[src/rtl/gainmap_pkg.sv]
package gainmap_pkg;

    // Write sequencer phases: idle, staging write, commit write
    typedef enum logic [1:0] {
        WS_IDLE   = 2'd0,
        WS_STAGE  = 2'd1,
        WS_COMMIT = 2'd2
    } wr_state_e;

endpackage

[src/rtl/gain_index.sv]
module gain_index #(
    parameter int VOL_W = 7,
    parameter int IDX_W = 8
) (
    input  logic [VOL_W-1:0] chan_vol_i,
    input  logic             chan_mute_i,
    input  logic [VOL_W-1:0] mst_vol_i,
    input  logic             mst_mute_i,
    output logic [IDX_W-1:0] idx_o,
    output logic             mute_o
);
    localparam int PROD_W = 2 * VOL_W;
    localparam int VMAX   = (1 << VOL_W) - 1;

    logic [PROD_W-1:0] prod;
    logic [PROD_W-1:0] quot;

    // Scale the product back to the volume range, then keep the low index bits
    always_comb begin
        prod   = PROD_W'(chan_vol_i) * PROD_W'(mst_vol_i);
        quot   = prod / PROD_W'(VMAX);
        idx_o  = quot[IDX_W-1:0];
        mute_o = chan_mute_i | mst_mute_i;
    end

endmodule

[src/rtl/atten_lut.sv]
module atten_lut #(
    parameter int IDX_W      = 8,
    parameter int CODE_W     = 7,
    parameter int FULL_SCALE = 255
) (
    input  logic [IDX_W-1:0]  idx_i,
    output logic [CODE_W-1:0] code_o
);
    localparam int CODE_MAX = (1 << CODE_W) - 1;

    // Largest index that still reaches k whole decibels below full scale
    function automatic int thr_of(input int k);
        return $rtoi(real'(FULL_SCALE) / (10.0 ** (real'(k) / 20.0)));
    endfunction

    // Number of decibel steps with a nonzero threshold
    function automatic int count_steps();
        int k;
        k = 0;
        while (thr_of(k + 1) >= 1) k++;
        return k;
    endfunction

    localparam int STEPS = count_steps();

    logic [STEPS-1:0]  hit;
    logic [CODE_W-1:0] entry;

    // One comparator per decibel step; the table value is the count of hits
    for (genvar g = 0; g < STEPS; g++) begin : g_step
        localparam int THR = thr_of(g + 1);
        assign hit[g] = (int'(idx_i) <= THR);
    end

    always_comb begin
        entry = '0;
        for (int k = 0; k < STEPS; k++) begin
            entry = entry + CODE_W'(hit[k]);
        end
        if (idx_i == '0) begin
            entry = CODE_W'(CODE_MAX);
        end
        code_o = CODE_W'(CODE_MAX) - entry;
    end

endmodule

[src/rtl/dac_gain_writer.sv]
module dac_gain_writer
    import gainmap_pkg::*;
#(
    parameter int CH_W       = 3,
    parameter int VOL_W      = 7,
    parameter int IDX_W      = 8,
    parameter int CODE_W     = 7,
    parameter int ADDR_W     = 7,
    parameter int DATA_W     = 9,
    parameter int ATT_BASE   = 0,
    parameter int FULL_SCALE = 255
) (
    input  logic              clk,
    input  logic              rst_n,
    input  logic              start_i,
    input  logic [CH_W-1:0]   chan_i,
    input  logic [VOL_W-1:0]  chan_vol_i,
    input  logic              chan_mute_i,
    input  logic [VOL_W-1:0]  mst0_vol_i,
    input  logic              mst0_mute_i,
    input  logic [VOL_W-1:0]  mst1_vol_i,
    input  logic              mst1_mute_i,
    input  logic              wr_ack_i,
    output logic              busy_o,
    output logic              wr_req_o,
    output logic [ADDR_W-1:0] wr_addr_o,
    output logic [DATA_W-1:0] wr_data_o
);
    localparam int UPD_W = DATA_W - CODE_W;

    typedef struct packed {
        wr_state_e         st;
        logic [ADDR_W-1:0] addr;
        logic [CODE_W-1:0] code;
    } seq_t;

    seq_t seq_d, seq_q;

    logic [VOL_W-1:0]  mst_vol;
    logic              mst_mute;
    logic [IDX_W-1:0]  idx;
    logic              muted;
    logic [CODE_W-1:0] lut_code;

    // Master selection by channel parity
    always_comb begin
        mst_vol  = chan_i[0] ? mst1_vol_i  : mst0_vol_i;
        mst_mute = chan_i[0] ? mst1_mute_i : mst0_mute_i;
    end

    gain_index #(
        .VOL_W (VOL_W),
        .IDX_W (IDX_W)
    ) u_idx (
        .chan_vol_i  (chan_vol_i),
        .chan_mute_i (chan_mute_i),
        .mst_vol_i   (mst_vol),
        .mst_mute_i  (mst_mute),
        .idx_o       (idx),
        .mute_o      (muted)
    );

    atten_lut #(
        .IDX_W      (IDX_W),
        .CODE_W     (CODE_W),
        .FULL_SCALE (FULL_SCALE)
    ) u_lut (
        .idx_i  (idx),
        .code_o (lut_code)
    );

    // Next-state computation
    always_comb begin
        seq_d = seq_q;
        unique case (seq_q.st)
            WS_IDLE: begin
                if (start_i) begin
                    seq_d.st   = WS_STAGE;
                    seq_d.addr = ADDR_W'(ATT_BASE) + ADDR_W'(chan_i);
                    seq_d.code = muted ? '0 : lut_code;
                end
            end
            WS_STAGE: begin
                if (wr_ack_i) seq_d.st = WS_COMMIT;
            end
            WS_COMMIT: begin
                if (wr_ack_i) seq_d.st = WS_IDLE;
            end
            default: seq_d.st = WS_IDLE;
        endcase
    end

    always_ff @(posedge clk or negedge rst_n) begin
        if (!rst_n) begin
            seq_q <= '{st: WS_IDLE, addr: '0, code: '0};
        end else begin
            seq_q <= seq_d;
        end
    end

    always_comb begin
        busy_o    = (seq_q.st != WS_IDLE);
        wr_req_o  = busy_o;
        wr_addr_o = seq_q.addr;
        wr_data_o = {{UPD_W{seq_q.st == WS_COMMIT}}, seq_q.code};
    end

endmodule

[config.mk]
export PLATFORM = sky130hd
export DESIGN_NAME = dac_gain_writer
export DESIGN_NICKNAME = d
export VERILOG_FILES = /design/src/rtl/gainmap_pkg.sv /design/src/rtl/gain_index.sv /design/src/rtl/atten_lut.sv /design/src/rtl/dac_gain_writer.sv
export SDC_FILE = /design/constraint.sdc
export NUM_CORES = 1
export LEC_CHECK = 0
export CELL_PAD_IN_SITES_DETAIL_PLACEMENT = 2
export CELL_PAD_IN_SITES_GLOBAL_PLACEMENT = 2
export CORE_MARGIN = 1.5
export CORE_UTILIZATION = 37
export CTS_CLUSTER_SIZE = 8
export DETAILED_ROUTE_END_ITERATION = 6
export PLACE_DENSITY_LB_ADDON = 0.1
export SYNTH_ARGS = -nofsm -noshare
export SYNTH_HDL_FRONTEND = slang
export SYNTH_HIERARCHICAL = 1
export SYNTH_SLANG_ARGS = --single-unit
export TNS_END_PERCENT = 10
[constraint.sdc]
create_clock -name clk -period 1.5 [get_ports clk]
set_clock_uncertainty 0.15 [all_clocks]
set_input_delay 0.375 -clock clk [delete_from_list [all_inputs] [get_ports clk]]
set_output_delay 0.375 -clock clk [all_outputs]
set_load 0.005 [all_outputs]
==> results of run 1 <==
==> kinds of logic after synthesis <==
family	after synthesis	synth area share, %
muxes	35	7.17
adders and majority gates	103	30.0
other	1	0.0663
buffers and inverters	106	8.88
xor gates and xnor gates	17	2.90
and+or+nand+nor	236	23.7
DFF	12	5.31
AOI/OAI and AO/OA	161	22.0
==> Yosys cell counts (7+ instances only) <==
cell type	n
o211ai_1	8
and3_1	7
dfrtp_1	12
nor2b_1	11
o21ai_0	18
a21oi_1	32
and2_1	45
inv_1	67
xnor2_1	9
a211oi_1	9
a21o_1	9
ha_1	49
clkbuf_1	10
mux2_2	22
nor2_1	37
nor3_1	15
buf_4	18
fa_1	54
nand3_1	18
mux2i_1	8
a31oi_1	8
o21a_1	11
nand2_1	49
==> metrics by stage <==
step                      setup TNS, ns  hold slack, ns
after floorplan                  -83.47         -0.0706
after global placement           -90.34           0.338
after detailed placement         -99.03           0.367
==> flow_summary.ini, run 1 <==
[logic_synthesis]
synthTopCellsByArea = fa_1, ha_1, dfrtp_1
yosysTopAreaCell = fa_1
synthFlopType = dfrtp_1
synth-async-reset-ratio_pct = 100
synth.avg_cell_area_sq_um = 8.42
syn_area_sq_um = 5650
synth_edf_count = 0
ys_seq_area_share_pct = 5.31
yosys_register_bits = 12
ys_types = 97
ys_warn_count = 6
netlist_instances = 671
netlist.area_leader.share_pct = 19.1

[cts]
htreeDepth = 1
cts-resized-gates = 132
cts_sinks = 12
cts_buffer_depth = 2
numCtsBuffers = 3
root_buffer = clkbuf_16
cts_hold_buf = 0
cts_setup_buffers = 30

[status]
toolErrorMsg = [ERROR DPL-0033] detailed placement checks failed during check placement.
outcome = did not finish
stop_stage = 4_1_cts

[placed_design]
dp_hpwl_mm = 22.7
place.gp.congestion = 0.898
pre_cts_ws_ns = -14.15
placement.io_buffers = 44
dpl_cell_area_sq_um = 7820
dp.cells = 1077

[floorplan]
die_y_um = 127
die_width_um = 127
num_rows = 44
initial_core_util_pct = 38.5
boundaryPins = 49
==> run 2: changes to the inputs <==
- CELL_PAD_IN_SITES_DETAIL_PLACEMENT: 2 -> unset
- CELL_PAD_IN_SITES_GLOBAL_PLACEMENT: 2 -> unset
- CORE_UTILIZATION: 37 -> 27
- CTS_CLUSTER_SIZE: 8 -> unset
- PLACE_DENSITY_LB_ADDON: 0.1 -> 0.15
==> run 2 against run 1 <==
Against the previous run: the flow now finishes, with violations (negative setup slack); area after synthesis unchanged; synthesized cell count stayed put.
==> flow_summary.ini, run 2 <==
[placed_design]
pre_cts_ws_ns = -13.06
place.gp.congestion = 0.906
placement.io_buffers = 44
dp_hpwl_mm = 14.3

[sta]
worst_hold_slack_ns = 0.294
grt_setup_unrepaired = yes
finalCritPeriodShare_pct = 917
setup_viol = 12
max_freq_ghz = 0.0727
worst_pin_slew_ns = 0.711
slew_headroom_pct = 52.2
fin_setup_tns_ns = -84.25
timing.final.crit_period_ns = 13.75
fin_ws_ns = -12.25
final_max_slew_viol_count = 0
hold_viol_final = 0

[floorplan]
die_width_um = 148
die_y_um = 148
die_area_sq_um = 21800
initial_core_util_pct = 27.8
core_sq_um = 20400
boundaryPins = 49
num_rows = 52

[cts]
path_clk_slew_ns = 0.04
cts_buffer_depth = 2
cts_tree = yes
worstSkewPairLatency_ns = 0.23
root_buffer = clkbuf_16
cts_sinks = 12
numCtsBuffers = 3
htreeDepth = 1

[route]
via_per_inst = 4.85
drt-total-wl_mm = 17.0
num_vias = 5688
drc = 0
ant_nets = 0
drtIter0Drc = 192
first_pass_iters = 5
wl_per_cell_um = 14.5

[logic_synthesis]
synth-async-reset-ratio_pct = 100
ys_warn_count = 6
synth_edf_count = 0
ys_types = 97
yosys_register_bits = 12
yosysMostFrequentCell = inv_1
synth_common_cells = inv_1, fa_1, ha_1, nand2_1, and2_1
synthTopCellsByArea = fa_1, ha_1, dfrtp_1
synth.avg_cell_area_sq_um = 8.42
ys_seq_area_share_pct = 5.31
netlist_instances = 671
netlist.area_leader.share_pct = 19.1
yosysTopAreaCell = fa_1
syn_area_sq_um = 5650
synthFlopType = dfrtp_1

[global_route]
grt_pass1_vias = 5904
grt_pass1_wl_mm = 28.5
gr-total-overflow = 0
grt_max_degree = 21
antenna_found_initial = 0
grtUsageTotal_pct = 15.6

[layout]
areaGrowthSynthToFinish_pct = 48.6
final_common_cell = buf_4
fillers = 2073
largest_register_ffs = 7
drive_gt1_share_pct = 40.5
fin_nets = 1039
antenna_cells = 0
final_cell_mix = buf_4, inv_1, fa_1
final_util_pct = 41.3

[critical_path]
critical_path_class = in -> reg
r2r_end = wr_data_o[1]
end_kind = register
path_max_fanout = 5
reg2regPathDepth = 4
crit_top_cell = fa_1
slowest_stage = or4_4
worstPathArrival_ns = 13.77
r2r-start = seq_q[14]
crit_required_ns = 1.52
critPathMaxStageDelay_ns = 0.59
crit_path_start_kind = input port
ff2ff_setup_slack_ns = -0.03

[status]
violations = negative setup slack
outcome = finished, violations left

[hold_path]
hold_path.class = in -> async

[flow_run]
max_cap_viol_count = 0
-- run 2: cells by family (layout without fill, tap and decap cells) --
logic type                 count (synthesis)  after routing  share of synthesized area, %
and+or+nand+nor                          236            236                          23.7
other                                      1              4                        0.0663
buffers and inverters                    106            335                          8.88
muxes                                     35             35                          7.17
AOI/OAI and AO/OA                        161            161                          22.0
DFF                                       12             12                          5.31
xor gates and xnor gates                  17             17                          2.90
adders and majority gates                103            103                          30.0
-- run 2: worst max-delay path: cells and delay by family --
family / cells / cell delay, ns
AOI/OAI and AO/OA: 14 / 2.37
adders and majority gates: 14 / 5.86
buffers and inverters: 10 / 0.86
muxes: 4 / 0.82
and+or+nand+nor: 14 / 3.49
-- run 2: layer usage --
layer  track usage [%]  vias to the layer above  wire (um)
met3             0.957                       24        436
met4              2.85                        0        298
met1              21.0                     2740       7820
met2              27.5                      103       8400
met5                 0                        -          0
li1                  -                     2821          -
-- run 2: final cells by class --
class	count	area (sq um)	area share (%)
Multi-Input combinational cell	556	5360	63.8
Inverter	68	255	3.04
Tap cell	270	338	4.02
Clock buffer	3	75.1	0.894
Sequential cell	12	300	3.57
Timing Repair Buffer	264	2070	24.7
-- run 2: worst max path at each step --
| stage | from | end | slack [ns] | depth (start not counted) |
|---|---|---|---|---|
| CTS | chan_i[0] | wr_data_o[6] | -12.24 | 57 |
| global route | chan_i[0] | wr_data_o[6] | -12.72 | 58 |
| finish | chan_i[0] | wr_data_o[6] | -12.25 | 56 |
| floorplan | chan_i[0] | wr_data_o[4] | -12.16 | 54 |
| global placement | chan_i[0] | wr_data_o[4] | -12.93 | 55 |
| detailed placement | chan_i[0] | wr_data_o[4] | -13.06 | 54 |
-- run 2: stage by stage --
| step | std cells | instance area [sq um] |
|---|---|---|
| 2_1_floorplan | 674 | 5800 |
| 3_3_place_gp | 1154 | 7860 |
| 3_5_place_dp | 1154 | 7860 |
| 4_1_cts | 1166 | 8160 |
| 5_1_grt | 1173 | 8400 |
| 6_report | 1173 | 8400 |
-- run 2: timing repair --
item                       4_1_cts  5_1_grt
hold buffers                     0        0
setup endpoints to repair       24       14
pin swaps                       34       32
gates resized for setup         89       40
setup buffers                    9        7
Power of run 2 is not shown: default switching activity piles up to over one toggle a cycle in this logic, so the estimate is an artifact.
==> run 3: changes to the inputs <==
- CORE_MARGIN: 1.5 -> 2
- REMOVE_ABC_BUFFERS: unset -> 1
==> run 3 against run 2 <==
Against the previous run: the run still ends with negative setup slack left; hold slack worse by 0.0029 ns; register-to-register slack better by 0.02 ns; die area up 1.4%; design area up 0.89%; setup slack better by 0.015 ns; utilization up 0.37 points; non-clock buffer count up 10; wire length up 1.7%.
==> flow_summary.ini, run 3 (synthesis gave the netlist of run 2 again) <==
[status]
outcome = finished, violations left
violations = negative setup slack

[critical_path]
worstPathArrival_ns = 13.71
end_kind = register
critPathMaxStageDelay_ns = 0.55
crit_required_ns = 1.47
critical_path_class = in -> reg
path_max_fanout = 5
crit_path_start_kind = input port
crit_top_cell = fa_1
slowest_stage = fa_1

[sta]
slew_headroom_pct = 59.0
final_max_slew_viol_count = 0
worst_pin_slew_ns = 0.609
fin_ws_ns = -12.24
setup_viol = 11
timing.final.crit_period_ns = 13.74
finalCritPeriodShare_pct = 916
max_freq_ghz = 0.0728
hold_viol_final = 0
worst_hold_slack_ns = 0.291
grt_setup_unrepaired = yes

[cts]
cts_sinks = 12
htreeDepth = 1
numCtsBuffers = 3
worstSkewPairLatency_ns = 0.24
cts_tree = yes
root_buffer = clkbuf_16
cts_buffer_depth = 2
path_clk_slew_ns = 0.04

[layout]
final_common_cell = buf_4
areaGrowthSynthToFinish_pct = 49.9
fin_nets = 1049
antenna_cells = 0
final_cell_mix = buf_4, inv_1, fa_1
finalNonFillerCells = 1184
drive_gt1_share_pct = 41.4
largest_register_ffs = 7

[floorplan]
initial_core_util_pct = 27.8
boundaryPins = 49
die_y_um = 149
core_sq_um = 20400
num_rows = 52
die_width_um = 149
die_area_sq_um = 22100

[hold_path]
hold_path.class = in -> async

[global_route]
grt_pass1_vias = 6174
gr-total-overflow = 0
grtUsageTotal_pct = 15.7
antenna_found_initial = 0
grt_pass1_wl_mm = 29.4
grt_max_degree = 16

[route]
drc = 0
first_pass_iters = 5
ant_nets = 0
wl_per_cell_um = 14.6
drtIter0Drc = 165
num_vias = 5776
drt-total-wl_mm = 17.2
via_per_inst = 4.88

[flow_run]
max_cap_viol_count = 0

[placed_design]
dp_hpwl_mm = 14.3
place.gp.congestion = 0.887
dp.cells = 1162
placement.io_buffers = 44
## run 3: critical path: cells and delay by family
kind / cells / cell delay (ns)
buffers and inverters: 11 / 1.06
AND/OR/NAND/NOR: 10 / 2.26
AO/OA/AOI/OAI: 15 / 3.09
multiplexers: 4 / 0.90
adder cells (fa/ha/maj): 14 / 5.99
## run 3: area by class of cell
cell class	instances	area, sq um
fillers	2056	11900
flip-flops and latches	12	300
clock buffers	4	88.8
inverters	68	255
repair buffers	274	2150
well taps	270	338
multi-input cells	556	5340
## run 3: path summary, 6_finish.rpt
path / slack, ns / depth (start not counted) / end / start
max: -12.24 / 54 / wr_data_o[4] / chan_i[0]
min: 0.29 / 2 / wr_data_o[5] / rst_n
max reg2reg: -0.01 / 4 / wr_data_o[3] / seq_q[15]
min reg2reg: 0.36 / 1 / wr_addr_o[0] / wr_addr_o[0]
max in group asynchronous: 0.75 / 2 / wr_addr_o[0] / rst_n
min in group clk: 0.36 / 1 / wr_addr_o[0] / wr_addr_o[0]
## run 3: routing by layer
layer | GRT usage (%) | vias up | part of all wire, %
met1 | 20.8 | 2797 | 45
li1 | - | 2835 | -
met2 | 28.5 | 114 | 50
met5 | 0 | - | 0
met4 | 3.57 | 0 | 1.8
met3 | 0.460 | 30 | 3.2
## run 3: timing repair
item / in CTS / in global routing
resized for setup: 145 / 25
setup buffers: 18 / 1
hold buffers: 0 / 0
endpoints found under the setup margin: 24 / 14
hold endpoints to repair: 0 / 0
pin swaps: 58 / 28
## run 3: stage by stage
step	cell area [sq um]	util, %	worst slack, ns	TNS, ns
floorplan	5420	-	-12.77	-87.29
global placement	7790	38.3	-13.26	-92.46
detailed placement	7790	38.3	-13.43	-93.82
CTS	8380	41.1	-12.13	-83.58
global route	8480	41.6	-12.77	-88.27
finish	8480	41.6	-12.24	-84.27
Power of run 3 is left out for the same reason.
